--- config.mk ---
export PLATFORM = sky130hd
export DESIGN_NAME = pwr_mode_ctl
export DESIGN_NICKNAME = d
export VERILOG_FILES = /design/src/rtl/pmc_pkg.sv /design/src/rtl/pmc_tb_edge.sv /design/src/rtl/pmc_warmup.sv /design/src/rtl/pmc_fsm.sv /design/src/rtl/pwr_mode_ctl.sv
export SDC_FILE = /design/constraint.sdc
export NUM_CORES = 1
export LEC_CHECK = 0
export CAP_MARGIN = 30
export CORE_MARGIN = 8
export CORE_UTILIZATION = 44
export CTS_CLUSTER_DIAMETER = 40
export CTS_CLUSTER_SIZE = 8
export DETAILED_ROUTE_END_ITERATION = 7
export PLACE_DENSITY = 0.69
export SYNTH_ARGS = -nofsm -noshare
export SYNTH_HDL_FRONTEND = slang
export SYNTH_SLANG_ARGS = --single-unit
--- constraint.sdc ---
create_clock -name clk -period 1.7 [get_ports clk]
set_clock_uncertainty 0.15 [all_clocks]
set_input_delay 0.255 -clock clk [delete_from_list [all_inputs] [get_ports clk]]
set_output_delay 0.255 -clock clk [all_outputs]
set_load 0.05 [all_outputs]
--- src/rtl/pmc_pkg.sv ---
package pmc_pkg;
  typedef enum logic [3:0] {
    M_WARM   = 4'd0,
    M_N1     = 4'd1,
    M_N2     = 4'd2,
    M_S1     = 4'd3,
    M_S2     = 4'd4,
    M_IDLE0  = 4'd5,
    M_IDLE1  = 4'd6,
    M_IDLE2  = 4'd7,
    M_SLEEP0 = 4'd8,
    M_SLEEP1 = 4'd9,
    M_STOP   = 4'd10
  } mode_e;
endpackage

--- src/rtl/pmc_tb_edge.sv ---
module pmc_tb_edge #(
  parameter int SYNC_STAGES = 2
) (
  input  logic clk,
  input  logic rst_n,
  input  logic tb_clk,
  output logic tb_fall
);
  logic [SYNC_STAGES-1:0] sync_q;
  logic                   prev_q;

  always_ff @(posedge clk or negedge rst_n) begin
    if (!rst_n) begin
      sync_q <= '1;
      prev_q <= 1'b1;
    end else begin
      sync_q <= {sync_q[SYNC_STAGES-2:0], tb_clk};
      prev_q <= sync_q[SYNC_STAGES-1];
    end
  end

  assign tb_fall = prev_q & ~sync_q[SYNC_STAGES-1];
endmodule

--- src/rtl/pmc_warmup.sv ---
module pmc_warmup #(
  parameter int WARM_CYCLES = 16,
  localparam int CW = $clog2(WARM_CYCLES + 1)
) (
  input  logic clk,
  input  logic rst_n,
  input  logic load,
  input  logic busy,
  output logic done
);
  localparam logic [CW-1:0] LAST = CW'(WARM_CYCLES - 1);

  logic [CW-1:0] cnt_q, cnt_d;
  logic          cnt_en;

  assign cnt_en = load | (busy & (cnt_q != '0));

  always_comb begin
    cnt_d = cnt_q;
    if (load)        cnt_d = LAST;
    else if (cnt_en) cnt_d = cnt_q - 1'b1;
  end

  always_ff @(posedge clk or negedge rst_n) begin
    if (!rst_n)      cnt_q <= LAST;
    else if (cnt_en) cnt_q <= cnt_d;
  end

  assign done = busy & (cnt_q == '0);

  // a freshly loaded warm-up cannot end on the next cycle
  p_warm_min_r6: assert property (@(posedge clk) disable iff (!rst_n)
    load |=> !done);
endmodule

--- src/rtl/pmc_fsm.sv ---
module pmc_fsm
  import pmc_pkg::*;
(
  input  logic  clk,
  input  logic  rst_n,
  input  logic  wr_idle,
  input  logic  wr_tbhalt,
  input  logic  wr_stop,
  input  logic  lfosc_wr,
  input  logic  lfosc_val,
  input  logic  sysck_wr,
  input  logic  sysck_val,
  input  logic  hfosc_wr,
  input  logic  hfosc_val,
  input  logic  irq_pend,
  input  logic  stop_rel,
  input  logic  tb_fall,
  input  logic  warm_done,
  output logic  warm_load,
  output mode_e st,
  output logic  cpu_clk_en,
  output logic  periph_clk_en,
  output logic  hf_osc_en,
  output logic  lf_osc_en
);
  mode_e st_q, st_d, ret_q, ret_d;
  logic  running;

  assign running = (st_q == M_N1) | (st_q == M_N2) | (st_q == M_S1) | (st_q == M_S2);

  always_comb begin
    st_d  = st_q;
    ret_d = ret_q;
    case (st_q)
      M_WARM: if (warm_done) st_d = ret_q;
      M_N1: begin
        if (wr_stop)                    begin st_d = M_STOP; ret_d = M_N1; end
        else if (wr_tbhalt)             st_d = M_IDLE0;
        else if (wr_idle)               st_d = M_IDLE1;
        else if (lfosc_wr && lfosc_val) st_d = M_N2;
      end
      M_N2: begin
        if (wr_stop)                     begin st_d = M_STOP; ret_d = M_N2; end
        else if (wr_idle)                st_d = M_IDLE2;
        else if (lfosc_wr && !lfosc_val) st_d = M_N1;
        else if (sysck_wr && sysck_val)  st_d = M_S2;
      end
      M_S2: begin
        if (wr_stop)                     begin st_d = M_STOP; ret_d = M_S1; end
        else if (sysck_wr && !sysck_val) st_d = M_N2;
        else if (hfosc_wr && !hfosc_val) st_d = M_S1;
      end
      M_S1: begin
        if (wr_stop)                    begin st_d = M_STOP; ret_d = M_S1; end
        else if (wr_tbhalt)             st_d = M_SLEEP0;
        else if (wr_idle)               st_d = M_SLEEP1;
        else if (hfosc_wr && hfosc_val) st_d = M_S2;
      end
      M_IDLE0:  if (tb_fall)  st_d = M_N1;
      M_IDLE1:  if (irq_pend) st_d = M_N1;
      M_IDLE2:  if (irq_pend) st_d = M_N2;
      M_SLEEP0: if (tb_fall)  st_d = M_S1;
      M_SLEEP1: if (irq_pend) st_d = M_S1;
      M_STOP:   if (stop_rel) st_d = (ret_q == M_S1) ? M_S1 : M_WARM;
      default:  st_d = M_WARM;
    endcase
  end

  always_ff @(posedge clk or negedge rst_n) begin
    if (!rst_n) begin
      st_q  <= M_WARM;
      ret_q <= M_N1;
    end else begin
      st_q  <= st_d;
      ret_q <= ret_d;
    end
  end

  assign warm_load = (st_d == M_WARM) & (st_q != M_WARM);
  assign st        = st_q;

  always_comb begin
    cpu_clk_en    = running;
    periph_clk_en = (st_q != M_WARM) & (st_q != M_STOP);
    hf_osc_en     = !((st_q == M_S1) | (st_q == M_SLEEP0) |
                      (st_q == M_SLEEP1) | (st_q == M_STOP));
    lf_osc_en     = (st_q == M_N2) | (st_q == M_S1) | (st_q == M_S2) |
                    (st_q == M_IDLE2) | (st_q == M_SLEEP0) | (st_q == M_SLEEP1) |
                    ((st_q == M_WARM) & (ret_q == M_N2));
  end

  p_idle_wake_r2: assert property (@(posedge clk) disable iff (!rst_n)
    (st_q == M_IDLE1 && irq_pend) |=> st_q == M_N1);
  p_tb_wake_r3: assert property (@(posedge clk) disable iff (!rst_n)
    (st_q == M_IDLE0 && tb_fall) |=> st_q == M_N1);
  p_stop_warm_r6: assert property (@(posedge clk) disable iff (!rst_n)
    (st_q == M_STOP && stop_rel && ret_q != M_S1) |=> st_q == M_WARM);
  p_stop_slow_r7: assert property (@(posedge clk) disable iff (!rst_n)
    (st_q == M_STOP && stop_rel && ret_q == M_S1) |=> st_q == M_S1);
  p_stop_first_r9: assert property (@(posedge clk) disable iff (!rst_n)
    (running && wr_stop) |=> st_q == M_STOP);
  p_no_halt_n2_r9: assert property (@(posedge clk) disable iff (!rst_n)
    (st_q == M_N2 && wr_tbhalt) |=> st_q != M_IDLE0);
endmodule

--- src/rtl/pwr_mode_ctl.sv ---
module pwr_mode_ctl
  import pmc_pkg::*;
#(
  parameter int WARM_CYCLES = 16,
  parameter int TB_SYNC     = 2
) (
  input  logic       clk,
  input  logic       rst_n,
  input  logic       wr_idle,
  input  logic       wr_tbhalt,
  input  logic       wr_stop,
  input  logic       lfosc_wr,
  input  logic       lfosc_val,
  input  logic       sysck_wr,
  input  logic       sysck_val,
  input  logic       hfosc_wr,
  input  logic       hfosc_val,
  input  logic       hfsrc_wr,
  input  logic       hfsrc_val,
  input  logic       irq_pend,
  input  logic       stop_rel,
  input  logic       tb_clk,
  output logic [3:0] mode,
  output logic       cpu_clk_en,
  output logic       periph_clk_en,
  output logic       hf_osc_en,
  output logic       lf_osc_en,
  output logic       hf_src_ext,
  output logic       warm_busy
);
  logic [1:0] rst_sync_q;
  logic       rst_i_n;
  logic       tb_fall, warm_load, warm_done;
  logic       src_en;
  mode_e      st;

  always_ff @(posedge clk or negedge rst_n) begin
    if (!rst_n) rst_sync_q <= 2'b00;
    else        rst_sync_q <= {rst_sync_q[0], 1'b1};
  end
  assign rst_i_n = rst_sync_q[1];

  pmc_tb_edge #(.SYNC_STAGES(TB_SYNC)) u_tb_edge (
    .clk(clk), .rst_n(rst_i_n), .tb_clk(tb_clk), .tb_fall(tb_fall)
  );

  pmc_warmup #(.WARM_CYCLES(WARM_CYCLES)) u_warm (
    .clk(clk), .rst_n(rst_i_n), .load(warm_load),
    .busy(warm_busy), .done(warm_done)
  );

  pmc_fsm u_fsm (
    .clk(clk), .rst_n(rst_i_n),
    .wr_idle(wr_idle), .wr_tbhalt(wr_tbhalt), .wr_stop(wr_stop),
    .lfosc_wr(lfosc_wr), .lfosc_val(lfosc_val),
    .sysck_wr(sysck_wr), .sysck_val(sysck_val),
    .hfosc_wr(hfosc_wr), .hfosc_val(hfosc_val),
    .irq_pend(irq_pend), .stop_rel(stop_rel), .tb_fall(tb_fall),
    .warm_done(warm_done), .warm_load(warm_load), .st(st),
    .cpu_clk_en(cpu_clk_en), .periph_clk_en(periph_clk_en),
    .hf_osc_en(hf_osc_en), .lf_osc_en(lf_osc_en)
  );

  assign warm_busy = (st == M_WARM);
  assign mode      = st;

  assign src_en = hfsrc_wr & ((st == M_N1) | (st == M_N2));
  always_ff @(posedge clk or negedge rst_i_n) begin
    if (!rst_i_n)    hf_src_ext <= 1'b0;
    else if (src_en) hf_src_ext <= hfsrc_val;
  end

  // source select frozen outside the fast run modes
  p_src_hold_r8: assert property (@(posedge clk) disable iff (!rst_i_n)
    !((mode == 4'd1) || (mode == 4'd2)) |=> $stable(hf_src_ext));
endmodule

======== Yosys cells after proc, flatten, opt, wreduce, memory -nomap -nowiden ========
Cells that the tools add are included.
W data, S select, Z words.
storage, ports and cells
  ROM bits ................................ 0
  input port bits ......................... 16
  memory bits (writable) .................. 0
  flip-flop bits (word level) ............. 19
  memories kept ........................... 0
  output and inout port bits .............. 10
  latch bits .............................. 0
operators by class
  mux-type cells .......................... 29
  add/sub/neg operators ................... 1
  $mul .................................... 0
  div/mod/pow operators ................... 0
  shift operators ......................... 0
  order comparisons ....................... 0
  equality and inequality tests ........... 16
  reduce and logical (&&, ||, !) cells .... 18
  bitwise logic cells ..................... 21
operator list
  operator               count
  $mux W4                25
  $pmux W4 S11           1
  $eq A4 B2 Y1 const B   4
  $eq A4 B3 Y1 const B   4
  $or A1 B1 Y1           13
  $eq A4 B4 Y1 const B   3
  $pmux W4 S3            1
  $logic_not A4 Y1       2
  $and A1 B1 Y1          7
  $logic_and A1 B1 Y1    6
  $logic_not A5 Y1       1
  $mux W5                1
  $reduce_bool A5 Y1     1
  $sub A5 B1 Y5 const B  1
  $eq A4 B1 Y1 const B   1
  $logic_not A1 Y1       4
  $ne A2 B2 Y1 const B   2
  $ne A4 B4 Y1 const B   1
  $reduce_and A4 Y1      1
  $reduce_bool A4 Y1     1
  $reduce_bool A3 Y1     1
  $mux W2                1
  $ne A2 B1 Y1 const B   1
  $reduce_or A2 Y1       1
  $not A1 Y1             1

======== Depth between registers and ports, before layout ========
Gate-level depths: netlist of the first run.
  depth in word-level cells ............... 9
  mapped depth ............................ 9
  depth with buffers taken out ............ 8

======== Cells and area by module ========
A second synthesis of the first run with hierarchy kept.
unflattened totals
  cells, all modules ...................... 151
  area, all modules ....................... 1308.8 µm²
modules (own cells, without submodules)
  module        seq. area each (µm²)  instances  area each (µm²)  cells each
  pmc_fsm       151.4                 1          822.0            113
  pmc_warmup    130.1                 1          276.5            25
  pwr_mode_ctl  75.1                  1          117.6            9
  pmc_tb_edge   78.8                  1          92.6             4

======== Least setup slack after synthesis of the first run ========
Ideal clock, no wire load.
  path kind ............................... register to register
  start point ............................. register u_fsm.st_q[0], in the netlist u_fsm.st[0]
  end point ............................... register u_warm.cnt_q[4]
  path slack .............................. -1180 ps
  arrival ................................. 2610 ps
  stages on the path, launching flop included .. 10
  path through ............................ dfrtp_1 > buf_6 > nor2_1 > nand2_1 > inv_2 > nand3_1 > o21ai_0 > or4_1 > or4b_4 > a31o_1
on the way
  elaborated cells on any way between the ends .. 41
  those cells by class .................... 10 x eq/ne; 24 x mux; 4 x bitwise; 3 x reduce/logical
RTL lines
  element                                         RTL line                            source
  start: declaration                              pmc_fsm.sv:26                       mode_e st_q, st_d, ret_q, ret_d;
  start signal: assignment                        pmc_fsm.sv:74                       st_q <= st_d;
  $logic_not A4 Y1 *                              pwr_mode_ctl.sv:64                  assign warm_busy = (st == M_WARM);
  via warm_busy                                   pwr_mode_ctl.sv:29                  output logic warm_busy
  $and A1 B1 Y1                                   pmc_warmup.sv:29                    assign done = busy & (cnt_q == '0);
  $mux W4                                         pmc_fsm.sv:35                       M_WARM: if (warm_done) st_d = ret_q;
  $pmux W4 S11 *                                  pmc_fsm.sv:34                       case (st_q)
  via u_fsm.st_d[0]                               pmc_fsm.sv:26
  $logic_not A4 Y1 *                              pmc_fsm.sv:79                       assign warm_load = (st_d == M_WARM) & (st_q != M_WARM);
  $and A1 B1 Y1 *                                 pmc_fsm.sv:79
  $mux W5 / $or A1 B1 Y1 (equally long branches)  pmc_warmup.sv:20, pmc_warmup.sv:16
  end signal: assignment                          pmc_warmup.sv:26                    else if (cnt_en) cnt_q <= cnt_d;
  end: declaration                                pmc_warmup.sv:13                    logic [CW-1:0] cnt_q, cnt_d;
The timed path passes the listed nets; every way through them passes the cells marked *.
A chain may end at the register's enable or synchronous reset.

======== Final worst setup path of the first run ========
  start point ............................. register u_fsm.st_q[0], in the netlist u_fsm.st[0]
  end point ............................... register u_warm.cnt_q[2]
on the way
  elaborated cells on any way between the ends .. 41
  those cells by class .................... 10 x eq/ne; 24 x mux; 4 x bitwise; 3 x reduce/logical
RTL lines
  element                                         RTL line
  $logic_not A4 Y1                                pmc_fsm.sv:34, pwr_mode_ctl.sv:64
  $and A1 B1 Y1                                   pmc_warmup.sv:29
  $mux W4                                         pmc_fsm.sv:35
  $pmux W4 S11 *                                  pmc_fsm.sv:34
  via u_fsm.st_d[1]                               pmc_fsm.sv:26
  $logic_not A4 Y1 *                              pmc_fsm.sv:79
  $and A1 B1 Y1 *                                 pmc_fsm.sv:79
  $mux W5 / $or A1 B1 Y1 (equally long branches)  pmc_warmup.sv:20, pmc_warmup.sv:16
Marked as above.

==> impl_summary.txt, run 1 <==
----------------------------------------------------
[Global route]
  GRT overflow ... 0
  Via count of the first global-routing pass ... approximately 1700
  All-Layer GR Usage ... 0.220
  Antenna violations before repair ... 0
  Global-route wire length before repair ... ~8000 um
  Pin count of the biggest net entering global routing ... 16

[Worst setup path]
  Setup slack on the worst flop-to-flop path ... -880 ps
  R2r startpoint ... u_fsm.st[0]
  Data arrival time at the worst-slack endpoint ... 2680 ps
  CP Launch Type ... flip-flop
  Class of the most critical setup path ... reg -> reg
  R2r worst-path depth ... 8
  Maximum fanout count along the critical path ... 4
  Timing startpoint of the critical path ... u_fsm.st[0]
  Crit path capture type ... flip-flop
  Worst r2r dst ... u_warm.cnt_q[2]
  Worst path required time ... ~1800 ps

[Yosys]
  Ranking of synthesized cells by area ... sky130_fd_sc_hd__dfrtp_1, sky130_fd_sc_hd__dfstp_2, sky130_fd_sc_hd__nand2_1
  EDFF count, synth ... 0
  Main flop type after synthesis ... sky130_fd_sc_hd__dfrtp_1
  Instance count of the mapped netlist ... approximately 150
  Yosys cell types ... 49
  Area leader, netlist ... sky130_fd_sc_hd__dfrtp_1
  Total nets after synthesis ... 167
  Syn Area/Cell ... about 8.3 um^2
  Register bit count reported by yosys ... 17
  Async S/R FF share, synth ... 1.00
  Total standard cell area after synthesis ... 1230 um^2
  Sequential fraction of the synthesis area ... 0.353
  Area fraction of the dominant cell type after synthesis ... 0.183
  Number of warning messages in the yosys log ... 0

[Placement]
  Placed instance area ... 1940 um^2
  Half-perimeter wire length after detailed placement ... slightly above 3000 um
  Number of placed instances, taps included ... approximately 250
  RePlAce Congestion ... 0.956
  Count of buffers inserted at the top-level ports ... 25

[Status]
  Failing checks ... negative setup slack
  Status ... complete, but fails checks

[Floorplanning]
  Vertical die dimension ... around 70 um
  Area inside the core boundary ... 2710 um^2
  Number of I/O pins ... 26
  Site row count ... 19
  Starting density of the core ... 0.455
  Die ar. ... 4750 um^2
  Die width ... 69.0 um

[Power]
  Total power ... 0.00516 W
  Maximum ir drop on the vdd rail ... 2.49 mV
  Lkg Pwr ... 1.06 nW
  Total power per unit cell area ... about 2100 nW/um^2

[Drt]
  Drt via density ... 6.41
  Iteration count of the initial detailed-routing pass ... 5
  Number of nets with antenna violations after detailed routing ... 0
  Total DRC errors in the routed layout ... 0
  Routed via count ... 1750
  Number of design-rule violations left by the first detailed-router iteration ... about 200
  Average wire length per cell after detail routing ... around 23 um
  Total length of routed wires ... around 6300 um

[Clocking]
  Total CTS buffers ... 3
  TritonCTS clock tree ... done
  Clock latency at the later pin of the worst-skew pair ... about 300 ps
  Count of H-tree levels built during CTS ... 1
  Number of sinks handled by clock tree synthesis ... 17
  CTS Buffer Depth ... 2
  Clock edge transition at the registers on the reported setup and hold paths ... between 100 and 150 ps
  CTS root buf ... sky130_fd_sc_hd__clkbuf_4

[Finish]
  Number of antenna repair diodes ... 0
  Commonest cells after routing, fill and taps aside ... sky130_fd_sc_hd__buf_4, sky130_fd_sc_hd__buf_6, sky130_fd_sc_hd__nand2_1, sky130_fd_sc_hd__clkdlybuf4s50_1
  Signed area change from the synthesized netlist to the final layout ... 95.2%
  Most common cell after layout, fill and taps aside ... sky130_fd_sc_hd__buf_4
  Layout Cell Area excl Fill ... 2410 um^2
  Number of non-filler instances in the completed layout ... 273
  Final-stage net count ... 261
  Share of final-layout standard cells stronger than drive strength 1 ... 0.550
  End-of-flow core utilization ... 0.889

[Timing]
  Max Slew Vio Count ... 0
  Peak clock frequency supported by timing ... 387 MHz
  Worst hold slack ... around 98 ps
  Transition time at the pin with the least slew margin ... about 600 ps
  Final setup slack of the worst path ... -885 ps
  Slew Limit Headroom ... 0.610
  Share of the cycle needed by the critical path after routing ... 1.52
  Final setup fails ... 17
  Final min period ... 2580 ps
  Final hold vios ... 0
  RSZ-0062 raised after global routing ... yes

[Worst hold path]
  Hold/Removal Path Class ... reg -> async

[Run]
  Max-cap check violation count ... 0

----------------------------------------------------
[sequential cells by signal (all words and copies together) (netlist names)]
register          flops
rst_sync_q            2
u_tb_edge.prev_q      1
hf_src_ext            1
u_fsm.st              4
u_tb_edge.sync_q      2
u_fsm.ret_q           2
u_warm.cnt_q          5
[power by group]
group,internal (W),switching [W]
registers,0.000552,0.000171
clock network,0.0000878,0.000136
logic,0.00212,0.00209
[kinds of logic after synthesis]
group / share of synthesized area
compound gates: 0.215
xor+xnor: 0.0355
fa+ha+maj: 0.0203
buf+inv: 0.0548
flops: 0.353
mux: 0.0254
other cells: 0.00304
simple gates: 0.293
[critical path: stages (launching register included)]
cell	delay (ps)
sky130_fd_sc_hd__dfrtp_2	470
sky130_fd_sc_hd__buf_6	150
sky130_fd_sc_hd__xor2_2	170
sky130_fd_sc_hd__a311oi_1	80
sky130_fd_sc_hd__a31o_1	210
sky130_fd_sc_hd__or4_4	490
sky130_fd_sc_hd__or4b_4	550
sky130_fd_sc_hd__buf_4	170
sky130_fd_sc_hd__nand2_1	70
[repair_timing]
item,4_1_cts,5_1_grt
setup endpoints to repair,15,18
pin swaps,16,14
resized for setup,47,29
gates cloned,0,0
endpoints found under the hold margin,2,0
buffers inserted,21,12
hold buffers,1,0
[Yosys cell counts, drive strengths merged (2+ instances only)]
library cell   n
xnor2          2
a31o           2
buf            5
o21bai         2
nand2b         6
inv            7
ha             2
dfstp          8
or3            2
o211ai         3
nand3          7
nand2         18
dfrtp          9
o22ai          2
nor2b          7
nor2          13
nand4          3
mux2i          2
o21ai          9
xor2           3
or4            2
and2           3
a21boi         2
a21oi          9
[worst max-delay path by stage]
stage                     cells past startpoint               to
final                                         8  u_warm.cnt_q[2]
after global placement                        7  u_warm.cnt_q[4]
after CTS                                     8  u_warm.cnt_q[4]
after global routing                          8  u_warm.cnt_q[2]
after floorplan                               7  u_warm.cnt_q[4]
after detailed placement                      7  u_warm.cnt_q[4]
[per-stage QoR]
stage / worst slack (ps) / TNS [ps]
3_5_place_dp: -1030 / -7190
5_1_grt: -940 / -8510
6_report: -885 / -7910
3_3_place_gp: -1000 / -7050
4_1_cts: -861 / -6600
2_1_floorplan: -923 / -4780
[final cells by class]
| type | count | area (um^2) |
|---|---|---|
| timing repair buffer | 95 | 942 |
| fill | 122 | 302 |
| sequential | 17 | 440 |
| clock buffer | 3 | 22.5 |
| clock inverter | 1 | 5.00 |
| tap | 31 | 38.8 |
| inverter | 7 | 28.8 |
| multi-input combinational | 119 | 931 |
[routing by layer]
metal	GRT usage	vias up	share of wire
met5	0	-	0
met4	0.135	0	0.061
met3	0.0291	48	0.065
met2	0.398	139	0.49
met1	0.237	842	0.38
li1	-	721	-
No activity file was read; power rests on OpenSTA's default activity.
==> inputs of run 2 (changes only) <==
- CAP_MARGIN: 30 -> 20
==> results of run 2 <==
The final DEF is identical to that of run 1; final timing and power are the same.
==> inputs of run 3 (changes only) <==
- SKIP_LAST_GASP: default -> 1
==> impl_summary.txt, run 3 (synthesis gave the netlist of run 1 again) <==
----------------------------------------------------
[Power]
  Maximum ir drop on the vdd rail ... 2.36 mV (-5.3%)
  Fraction of power spent switching nets ... 0.470 (+0.00500)
  Power spent charging and discharging nets ... 0.00244 W (+1.7%)
  Share of total power in sequential cells ... 0.138 (-0.002)
  Power Internal ... 0.00275 W (-0.34%)
  Proportion of power drawn by combinational gates ... 0.818 (+0.002)
  Clock share of power ... 0.044 (about the same)
  Lkg Pwr ... 1.06 nW (+0.54%)
  Total power per unit cell area ... 2140 nW/um^2 (+0.18%)

[Finish]
  Number of non-filler instances in the completed layout ... 273 (unchanged)
  Final-stage net count ... 261 (unchanged)
  Number of antenna repair diodes ... 0 (unchanged)
  End-of-flow core utilization ... 0.892 (+0.00369)
  Commonest cells after routing, fill and taps aside ... sky130_fd_sc_hd__buf_4, sky130_fd_sc_hd__buf_6, sky130_fd_sc_hd__nand2_1, sky130_fd_sc_hd__clkdlybuf4s50_1
  Most common cell after layout, fill and taps aside ... sky130_fd_sc_hd__buf_4
  Signed area change from the synthesized netlist to the final layout ... 96.0%
  Fill cell instance count of the final layout ... 124 (+1.6%)
  Max reg flops ... 5 (unchanged)
  Share of final-layout standard cells stronger than drive strength 1 ... 0.554 (+0.00413)
  Register with the most flip-flops ... u_warm.cnt_q

[Global route]
  Global-route wire length before repair ... 7990 um (about the same)
  Antenna violations before repair ... 0 (unchanged)
  Via count of the first global-routing pass ... 1689 (+0.059%)
  All-Layer GR Usage ... 0.223 (+0.00309)
  Pin count of the biggest net entering global routing ... 16 (unchanged)
  GRT overflow ... 0 (unchanged)

[Timing]
  RSZ-0062 raised after global routing ... yes
  Peak clock frequency supported by timing ... 383 MHz (-0.99%)
  Final min period ... 2610 ps (+25.8 ps)
  Final setup slack of the worst path ... -911 ps (-25.8 ps)
  Slew Limit Headroom ... 0.596 (-0.0141)
  Worst hold slack ... 105 ps (+7.39 ps)
  Share of the cycle needed by the critical path after routing ... 1.54 (+0.0152)
  Transition time at the pin with the least slew margin ... 606 ps (+21.2 ps)
  Max Slew Vio Count ... 0 (unchanged)
  Final setup fails ... 17 (unchanged)
  Final hold vios ... 0 (unchanged)

[Clocking]
  CTS Buffer Depth ... 2 (unchanged)
  Clock latency at the later pin of the worst-skew pair ... 300 ps (about the same)
  Clock edge transition at the registers on the reported setup and hold paths ... 110 ps (about the same)
  CTS root buf ... sky130_fd_sc_hd__clkbuf_4
  Count of H-tree levels built during CTS ... 1 (unchanged)
  TritonCTS clock tree ... done
  Number of sinks handled by clock tree synthesis ... 17 (unchanged)
  Total CTS buffers ... 3 (unchanged)

[Worst setup path]
  Buffer and inverter count on the worst path ... 3 (+1)
  Max stage delay on crit path ... 550 ps (about the same)
  Most numerous cell on the critical path ... sky130_fd_sc_hd__buf_4
  Largest delay share family, worst path ... simple AND/OR/NAND/NOR gates
  Series of cell instances along the critical path ... buf_6 > buf_4 > a31oi_1 > o31ai_2 > or4_4 > or4b_4 > buf_4 > nand2_1
  Class of the most critical setup path ... reg -> reg
  Crit path capture type ... flip-flop
  Slowest-stage cell, CP ... sky130_fd_sc_hd__or4b_4
  Worst path required time ... 1790 ps (about the same)
  CP Launch Type ... flip-flop
  Data arrival time at the worst-slack endpoint ... 2710 ps (+30 ps)
  Maximum fanout count along the critical path ... 5 (+1)

[Status]
  Failing checks ... negative setup slack
  Status ... complete, but fails checks

[Placement]
  RePlAce Congestion ... 0.956 (unchanged)
  Number of placed instances, taps included ... 245 (unchanged)
  Half-perimeter wire length after detailed placement ... 3110 um (unchanged)
  Count of buffers inserted at the top-level ports ... 25 (unchanged)
  Worst Setup Slack post-DPL ... -1030 ps (unchanged)

[Drt]
  Routed via count ... 1716 (-1.9%)
  Total DRC errors in the routed layout ... 0 (unchanged)
  Number of design-rule violations left by the first detailed-router iteration ... 203 (+3.0%)
  Number of nets with antenna violations after detailed routing ... 0 (unchanged)
  Total length of routed wires ... 6570 um (+4.7%)
  Iteration count of the initial detailed-routing pass ... 5 (unchanged)
  Average wire length per cell after detail routing ... 24.1 um (+4.7%)
  Drt via density ... 6.29 (-1.9%)

[Floorplanning]
  Number of I/O pins ... 26 (unchanged)
  Site row count ... 19 (unchanged)
  Die ar. ... 4750 um^2 (unchanged)
  Starting density of the core ... 0.455 (unchanged)
  Die width ... 69.0 um (unchanged)
  Area inside the core boundary ... 2710 um^2 (unchanged)
  Vertical die dimension ... 69.0 um (unchanged)

[Run]
  Max-cap check violation count ... 0 (unchanged)

[Worst hold path]
  Hold/Removal Path Class ... reg -> async

----------------------------------------------------
-- run 3: worst reg2reg max path: cells and delay by family (launching register included) --
| family | cells | cell delay, ps |
|---|---|---|
| AO/OA/AOI/OAI | 2 | 390 |
| buffers and inverters | 3 | 450 |
| flip-flops | 1 | 500 |
| AND/OR/NAND/NOR | 3 | 1060 |
-- run 3: layout make-up --
cell class                 count  area [um^2]  share of cell area
multi-input combinational    119          948               0.392
timing repair buffer          95          935               0.386
sequential                    17          440               0.182
tap                           31         38.8              0.0160
inverter                       7         28.8              0.0119
clock buffer                   3         22.5             0.00931
clock inverter                 1         5.00             0.00207
-- run 3: final timing paths --
kind / startpoint / end / slack, ps / cells after the start
max in group asynchronous: rst_n / rst_sync_q[1] / 770 / 2
worst min register to register: rst_sync_q[1] / u_fsm.st[3] / 110 / 0
worst max register to register: u_fsm.st[1] / u_warm.cnt_q[0] / -910 / 8
min in group clk: tb_clk / u_tb_edge.sync_q[0] / 200 / 1
worst max-delay path: u_fsm.st[1] / u_warm.cnt_q[0] / -910 / 8
worst min-delay path: rst_sync_q[1] / u_fsm.st[3] / 110 / 0
-- run 3: through the flow --
step / total power (W) / cell area (um^2) / setup TNS, ps
finish: 0.00519 / 2420 / -8230
floorplan: 0.00221 / 1280 / -4780
global route: 0.00536 / 2420 / -8910
detailed placement: 0.00365 / 1940 / -7190
CTS: 0.00450 / 2250 / -6650
global placement: 0.00360 / 1940 / -7050
-- run 3: routing by layer --
metal	up-vias	share of wire	GRT usage
met5	-	0	0
met4	0	0.065	0.143
met3	52	0.065	0.0323
met2	124	0.49	0.411
met1	826	0.38	0.230
li1	714	-	-
-- run 3: timing repair --
item / 4_1_cts / 5_1_grt
buffers inserted: 21 / 16
endpoints found under the setup margin: 15 / 19
hold buffers: 1 / 0
pin swaps: 14 / 15
endpoints found under the hold margin: 2 / 0
gates resized for setup: 44 / 35
-- run 3: power groups by stage --
stage                     registers, W  clock network (W)  logic, W
after CTS                     0.000688           0.000216   0.00360
after detailed placement      0.000708                  0   0.00294
after global placement        0.000706                  0   0.00289
after global routing          0.000729           0.000248   0.00439
after floorplan               0.000820                  0   0.00139
final                         0.000718           0.000227   0.00424
